--- src/rtl/adl_pkg.sv ---
package adl_pkg;

    localparam int ADL_LOW_W  = 8;
    localparam int ADL_MID_W  = 8;
    localparam int ADL_TOP_W  = 4;
    localparam int ADL_DATA_W = ADL_LOW_W;
    localparam int ADL_ADDR_W = ADL_LOW_W + ADL_MID_W + ADL_TOP_W;
    localparam int ADL_NGRP   = 3;

    typedef logic [ADL_ADDR_W-1:0] adl_addr_t;
    typedef logic [ADL_DATA_W-1:0] adl_data_t;

    typedef struct packed {
        logic [ADL_TOP_W-1:0] top;
        logic [ADL_MID_W-1:0] mid;
        logic [ADL_LOW_W-1:0] low;
    } adl_pins_t;

    typedef enum logic [1:0] {
        XV_OFF    = 2'b00,
        XV_TO_MEM = 2'b01,
        XV_TO_CPU = 2'b10
    } adl_xv_dir_e;

    function automatic int adl_grp_width(input int g);
        case (g)
            0:       return ADL_LOW_W;
            1:       return ADL_MID_W;
            default: return ADL_TOP_W;
        endcase
    endfunction

    function automatic int adl_grp_offset(input int g);
        case (g)
            0:       return 0;
            1:       return ADL_LOW_W;
            default: return ADL_LOW_W + ADL_MID_W;
        endcase
    endfunction

    // Buffer direction from the active-low enable and the direction pin.
    function automatic adl_xv_dir_e adl_xv_decode(input logic en_n, input logic to_mem);
        if (en_n)
            return XV_OFF;
        else if (to_mem)
            return XV_TO_MEM;
        else
            return XV_TO_CPU;
    endfunction

endpackage

--- src/rtl/adl_latch_slice.sv ---
module adl_latch_slice #(
    parameter int W = 8
) (
    input  logic         clk,
    input  logic         rst,
    input  logic         gate,
    input  logic [W-1:0] d,
    output logic [W-1:0] q
);
    logic [W-1:0] held;

    always_ff @(posedge clk) begin
        if (rst)
            held <= '0;
        else if (gate)
            held <= d;
    end

    // Open while gate is high; otherwise show the last captured value.
    assign q = gate ? d : held;

endmodule

--- src/rtl/adl_xcvr.sv ---
module adl_xcvr
    import adl_pkg::*;
(
    input  logic      den_n,
    input  logic      dt_r,
    input  adl_data_t cpu_side,
    input  adl_data_t mem_side,
    output adl_data_t to_mem,
    output logic      to_mem_en,
    output adl_data_t to_cpu,
    output logic      to_cpu_en
);
    adl_xv_dir_e dir;

    always_comb begin
        dir       = adl_xv_decode(den_n, dt_r);
        to_mem_en = (dir == XV_TO_MEM);
        to_cpu_en = (dir == XV_TO_CPU);
        to_mem    = to_mem_en ? cpu_side : '0;
        to_cpu    = to_cpu_en ? mem_side : '0;
    end

endmodule

--- src/rtl/adl_demux.sv ---
module adl_demux
    import adl_pkg::*;
(
    input  logic                 clk,
    input  logic                 rst,
    input  logic                 ale,
    input  logic [ADL_LOW_W-1:0] ad_in,
    input  logic [ADL_MID_W-1:0] a_mid_in,
    input  logic [ADL_TOP_W-1:0] a_top_in,
    input  logic                 dt_r,
    input  logic                 den_n,
    input  logic                 rd_n,
    input  logic                 wr_n,
    input  logic                 io_m,
    input  logic [ADL_DATA_W-1:0] mem_rdata,
    output logic [ADL_ADDR_W-1:0] addr_out,
    output logic [ADL_DATA_W-1:0] mem_wdata,
    output logic                 mem_drive_en,
    output logic [ADL_DATA_W-1:0] cpu_rdata,
    output logic                 cpu_drive_en,
    output logic                 mem_rd_n,
    output logic                 mem_wr_n,
    output logic                 mem_io_m
);
    adl_pins_t pins;
    adl_addr_t pin_vec;

    always_comb begin
        pins.low = ad_in;
        pins.mid = a_mid_in;
        pins.top = a_top_in;
        pin_vec  = pins;
    end

    // One latch group per address field.
    for (genvar g = 0; g < ADL_NGRP; g++) begin : g_grp
        localparam int W   = adl_grp_width(g);
        localparam int OFS = adl_grp_offset(g);
        adl_latch_slice #(.W(W)) u_slice (
            .clk  (clk),
            .rst  (rst),
            .gate (ale),
            .d    (pin_vec[OFS +: W]),
            .q    (addr_out[OFS +: W])
        );
    end

    adl_xcvr u_xcvr (
        .den_n     (den_n),
        .dt_r      (dt_r),
        .cpu_side  (ad_in),
        .mem_side  (mem_rdata),
        .to_mem    (mem_wdata),
        .to_mem_en (mem_drive_en),
        .to_cpu    (cpu_rdata),
        .to_cpu_en (cpu_drive_en)
    );

    assign mem_rd_n = rd_n;
    assign mem_wr_n = wr_n;
    assign mem_io_m = io_m;

endmodule

--- config.mk ---
export PLATFORM = sky130hd
export DESIGN_NAME = adl_demux
export DESIGN_NICKNAME = d
export VERILOG_FILES = /design/src/rtl/adl_pkg.sv /design/src/rtl/adl_latch_slice.sv /design/src/rtl/adl_xcvr.sv /design/src/rtl/adl_demux.sv
export SDC_FILE = /design/constraint.sdc
export NUM_CORES = 1
export LEC_CHECK = 0
export BUFFER_PORTS_ARGS = -buffer_cell sky130_fd_sc_hd__buf_4
export CAP_MARGIN = 20
export CORE_MARGIN = 5
export CORE_UTILIZATION = 42
export CTS_CLUSTER_DIAMETER = 100
export DETAILED_ROUTE_END_ITERATION = 10
export PLACE_DENSITY = 0.84
export SYNTH_ARGS = -nofsm -noshare
export SYNTH_HDL_FRONTEND = slang
export SYNTH_SLANG_ARGS = --single-unit
--- constraint.sdc ---
create_clock -name clk -period 1.85 [get_ports clk]
set_clock_uncertainty 0.05 [all_clocks]
set_input_delay 0.185 -clock clk [delete_from_list [all_inputs] [get_ports clk]]
set_output_delay 0.185 -clock clk [all_outputs]
set_load 0.05 [all_outputs]
; ---- Word level (Yosys, flattened, before mapping)
; Cells that the tools add are included.
[totals]
elab_cells = 12
reg_bits = 20
output_inout_bits = 41
[classes]
n_eq_ne = 2
mux = 7
[ops]
columns = cell, count
row1 = $mux 8, 4
row2 = $mux 2, 2
row3 = $mux 4, 1
row4 = $eq 2x1->1 const B, 1
row5 = $eq 2x2->1 const B, 1

; ---- Depth between registers and ports, before layout
[logic_depth]
depth_word = 4
mapped_depth = 3

; ---- Modules after synthesis
; From an unflattened synthesis, not the netlist that was laid out.
[unflattened]
hier_cells = 85
hier_area_um2 = 1024.7
[modules_own_cells]
columns = mod, seq_area_each_um2, area_per_inst_um2, cells_per_inst, instances
row1 = adl_latch_slice (g_grp[0].u_slice ...), 160.2, 341.6, 25, 2
row2 = adl_xcvr, 0.0, 168.9, 20, 1
row3 = adl_latch_slice (g_grp[2].u_slice), 80.1, 150.1, 12, 1
row4 = adl_demux, 0.0, 22.5, 3, 1

; ---- Worst setup path before layout
; OpenSTA, ideal clock, no wires.
[synth_timing]
kind = input-to-output
start = input den_n
end = output cpu_rdata[0]
slack_ns = 0.074
t_arrival_ns = 1.541
path_buffers = 0
path_stages = 2
cell_sequence = nor2_1 > and2_1
[synth_via]
elab_chain_len = 3
[synth_lines]
columns = item, line
row1 = from (decl), adl_demux.sv:11  ; input logic den_n,
row2 = $mux 2, adl_pkg.sv:43  ; if (en_n)
row3 = $eq 2x2->1, adl_xcvr.sv:18  ; to_cpu_en = (dir == XV_TO_CPU);
row4 = $mux 8, adl_xcvr.sv:20  ; to_cpu = to_cpu_en ? mem_side : '0;
row5 = to (decl), adl_demux.sv:19  ; output logic [ADL_DATA_W-1:0] cpu_rdata,
; No other way between the ends.

; ---- Worst setup path after layout
[layout_timing]
start = input den_n
end = output mem_wdata[0]
[layout_via]
elab_chain_len = 3
[layout_lines]
columns = item, line
row1 = $mux 2, adl_pkg.sv:43
row2 = $eq 2x1->1, adl_xcvr.sv:17  ; to_mem_en = (dir == XV_TO_MEM);
row3 = $mux 8, adl_xcvr.sv:19  ; to_mem = to_mem_en ? cpu_side : '0;
row4 = to (decl), adl_demux.sv:17  ; output logic [ADL_DATA_W-1:0] mem_wdata,
; No other way between the ends.

==> results.json <==
{
  "vdd_drop_max_mv": 0.496,
  "dpl.hpwl_um": 2150,
  "arrival_ns": 1.11,
  "reg_top3": "g_grp.u_slice.held: 20 flops",
  "synthArstFlopShare": 0,
  "grt_pass1_wl_um": 4240,
  "io_buffers": 70,
  "endpoint_kind": "output port",
  "syn-num-nets": 122,
  "max_freq_mhz": 742,
  "crit_family": "simple AND/OR/NAND/NOR gates",
  "cts_buffers": 3,
  "worst-path-buf-inv": 2,
  "hold_slack_ns": 0.151,
  "synth.distinct_cells": 8,
  "antennaDiodeCount": 0,
  "synth_top_area_cell": "dfxtp_1",
  "dr.pass1.iters": 4,
  "finalWirelength_um": 2670,
  "seqPwrFrac": 0.402,
  "power.leakage_nw": 0.792,
  "crit_top_cell": "buf_4",
  "grt_pass1_vias": 877,
  "fp.coreArea_um2": 2230,
  "vias_per_cell": 4.40,
  "regArea_um2": 400,
  "clockPowerShare": 0.216,
  "crit_required_ns": 1.62,
  "synth_seq_area_share": 0.404,
  "combPwrFrac": 0.382,
  "synthCells": 86,
  "synth_top_area_frac": 0.404,
  "ys_ff_latch": 20,
  "synth_area_leaders": "dfxtp_1, mux2_4, nor2b_1",
  "cts_sinks": 20,
  "syn_area_um2": 992,
  "io_pins": 77,
  "sw_frac_of_total": 0.346,
  "worstSetupPathType": "in -> out",
  "synthFlopType": "dfxtp_1",
  "largest_register_ff_count": 20,
  "synth_area_per_cell_um2": 11.5,
  "slowest_stage": "nor2b_1",
  "die_height_um": 58.6,
  "die_w_um": 58.6,
  "hold_class": "in -> reg",
  "fin_nets": 189,
  "fin_setup_tns_ns": 0,
  "rows": 17,
  "gp_congestion": 0.738,
  "period_needed_ns": 1.35,
  "p_sw_uw": 400,
  "multi_input_area_um2": 536,
  "path_max_fanout": 9,
  "worst_pin_slew_ns": 0.500,
  "hold_viol": 0,
  "antenna_left": 0,
  "yosys_warnings": 0,
  "cts_tree": "done",
  "wl_per_cell_um": 14.8,
  "floorplan.initialDensity": 0.444,
  "maxCapViolations": 0,
  "synth_edf_count": 0,
  "ctsResizeCount": 0,
  "largest-register": "g_grp.u_slice.held",
  "clock_path_buffers": 2,
  "grt_max_degree": 21,
  "root_buffer": "clkbuf_4",
  "holdBufCountCts": 0,
  "status": "complete, no violations",
  "slowest_delay_ns": 0.40,
  "slew_headroom": 0.666,
  "path_cells": "buf_4, nor2b_1, and2_1, buf_4",
  "synth_common_cells": "nor2b_1, dfxtp_1, mux2_4",
  "clkTransAtPathRegs_ns": 0.11,
  "grt-ovfl-total": 0,
  "drtIter0Drc": 14,
  "finalSetupViolCount": 0,
  "yosysMostFrequentCell": "nor2b_1",
  "p_per_area_nw_per_um2": 754,
  "antenna_found_initial": 0,
  "postCtsSetupRepairBufs": 0,
  "dieArea_um2": 3430,
  "crit_path_start_kind": "input pin",
  "worstSkewPairLatency_ns": 0.29,
  "track_usage": 0.159,
  "fill_cells": 193,
  "p_int_uw": 756,
  "slew_violations": 0,
  "drc": 0,
  "layout-drive-gt1-share": 0.618,
  "grt_setup_unrepaired": "no",
  "h-tree-depth": 1,
  "num_vias": 792,
  "fin_crit_sh": 0.729,
  "areaGrowthSynthToFinish_pct": 54.5
}
==> per-stage QoR <==
| step | power [mW] | area (µm²) | cells | utilization | setup slack [ns] |
|---|---|---|---|---|---|
| 5_1_grt | 1.22 | 1530 | 180 | 0.686 | 0.384 |
| 4_1_cts | 1.17 | 1530 | 180 | 0.686 | 0.483 |
| 3_5_place_dp | 0.918 | 1500 | 176 | 0.670 | 0.482 |
| 2_1_floorplan | 0.794 | 992 | 86 | - | 0.0744 |
| 3_3_place_gp | 0.910 | 1500 | 176 | 0.670 | 0.522 |
| 6_report | 1.16 | 1530 | 180 | 0.686 | 0.502 |
==> metal layers <==
metal,share of wire,track usage,wire length [µm],vias up
li1,-,-,-,401
met1,0.38,0.180,1000,367
met2,0.56,0.297,1490,22
met3,0.059,0.0395,157,2
met4,0.0060,0.0388,16,0
met5,0,0,0,-
==> layout make-up <==
class	count	share of cell area
flip-flops and latches	20	0.261
well taps	28	0.0229
repair buffers	70	0.343
clock buffers	4	0.0237
multi-input cells	58	0.349
==> final timing paths <==
check	startpoint	endpoint	slack, ns	cells after the start
setup reg to reg	g_grp[1].u_slice.held[4]	g_grp[1].u_slice.held[4]	0.95	2
hold reg to reg	g_grp[0].u_slice.held[1]	g_grp[0].u_slice.held[1]	0.55	2
setup / recovery	den_n	mem_wdata[0]	0.50	4
hold / removal	rst	g_grp[2].u_slice.held[2]	0.15	2
==> power by group through the flow <==
| stage | sequential, mW | combinational, mW | clock, mW |
|---|---|---|---|
| 2_1_floorplan | 0.470 | 0.324 | 0 |
| 3_3_place_gp | 0.472 | 0.438 | 0 |
| 3_5_place_dp | 0.474 | 0.444 | 0 |
| 4_1_cts | 0.465 | 0.445 | 0.261 |
| 5_1_grt | 0.467 | 0.462 | 0.287 |
| 6_report | 0.464 | 0.442 | 0.250 |
==> placed cells by master (no fill, tap or decap) <==
master / count
nor2b_1: 21
clkbuf_4: 3
and2_1: 16
nor2_1: 1
dfxtp_1: 20
mux2_4: 20
buf_4: 70
clkbuf_8: 1
==> cells by family after synthesis <==
| logic type | share of synthesized area |
|---|---|
| buf+inv | 0.0567 |
| flops | 0.404 |
| mux | 0.303 |
| simple gates | 0.237 |
No activity file was read; power rests on OpenSTA's default activity.
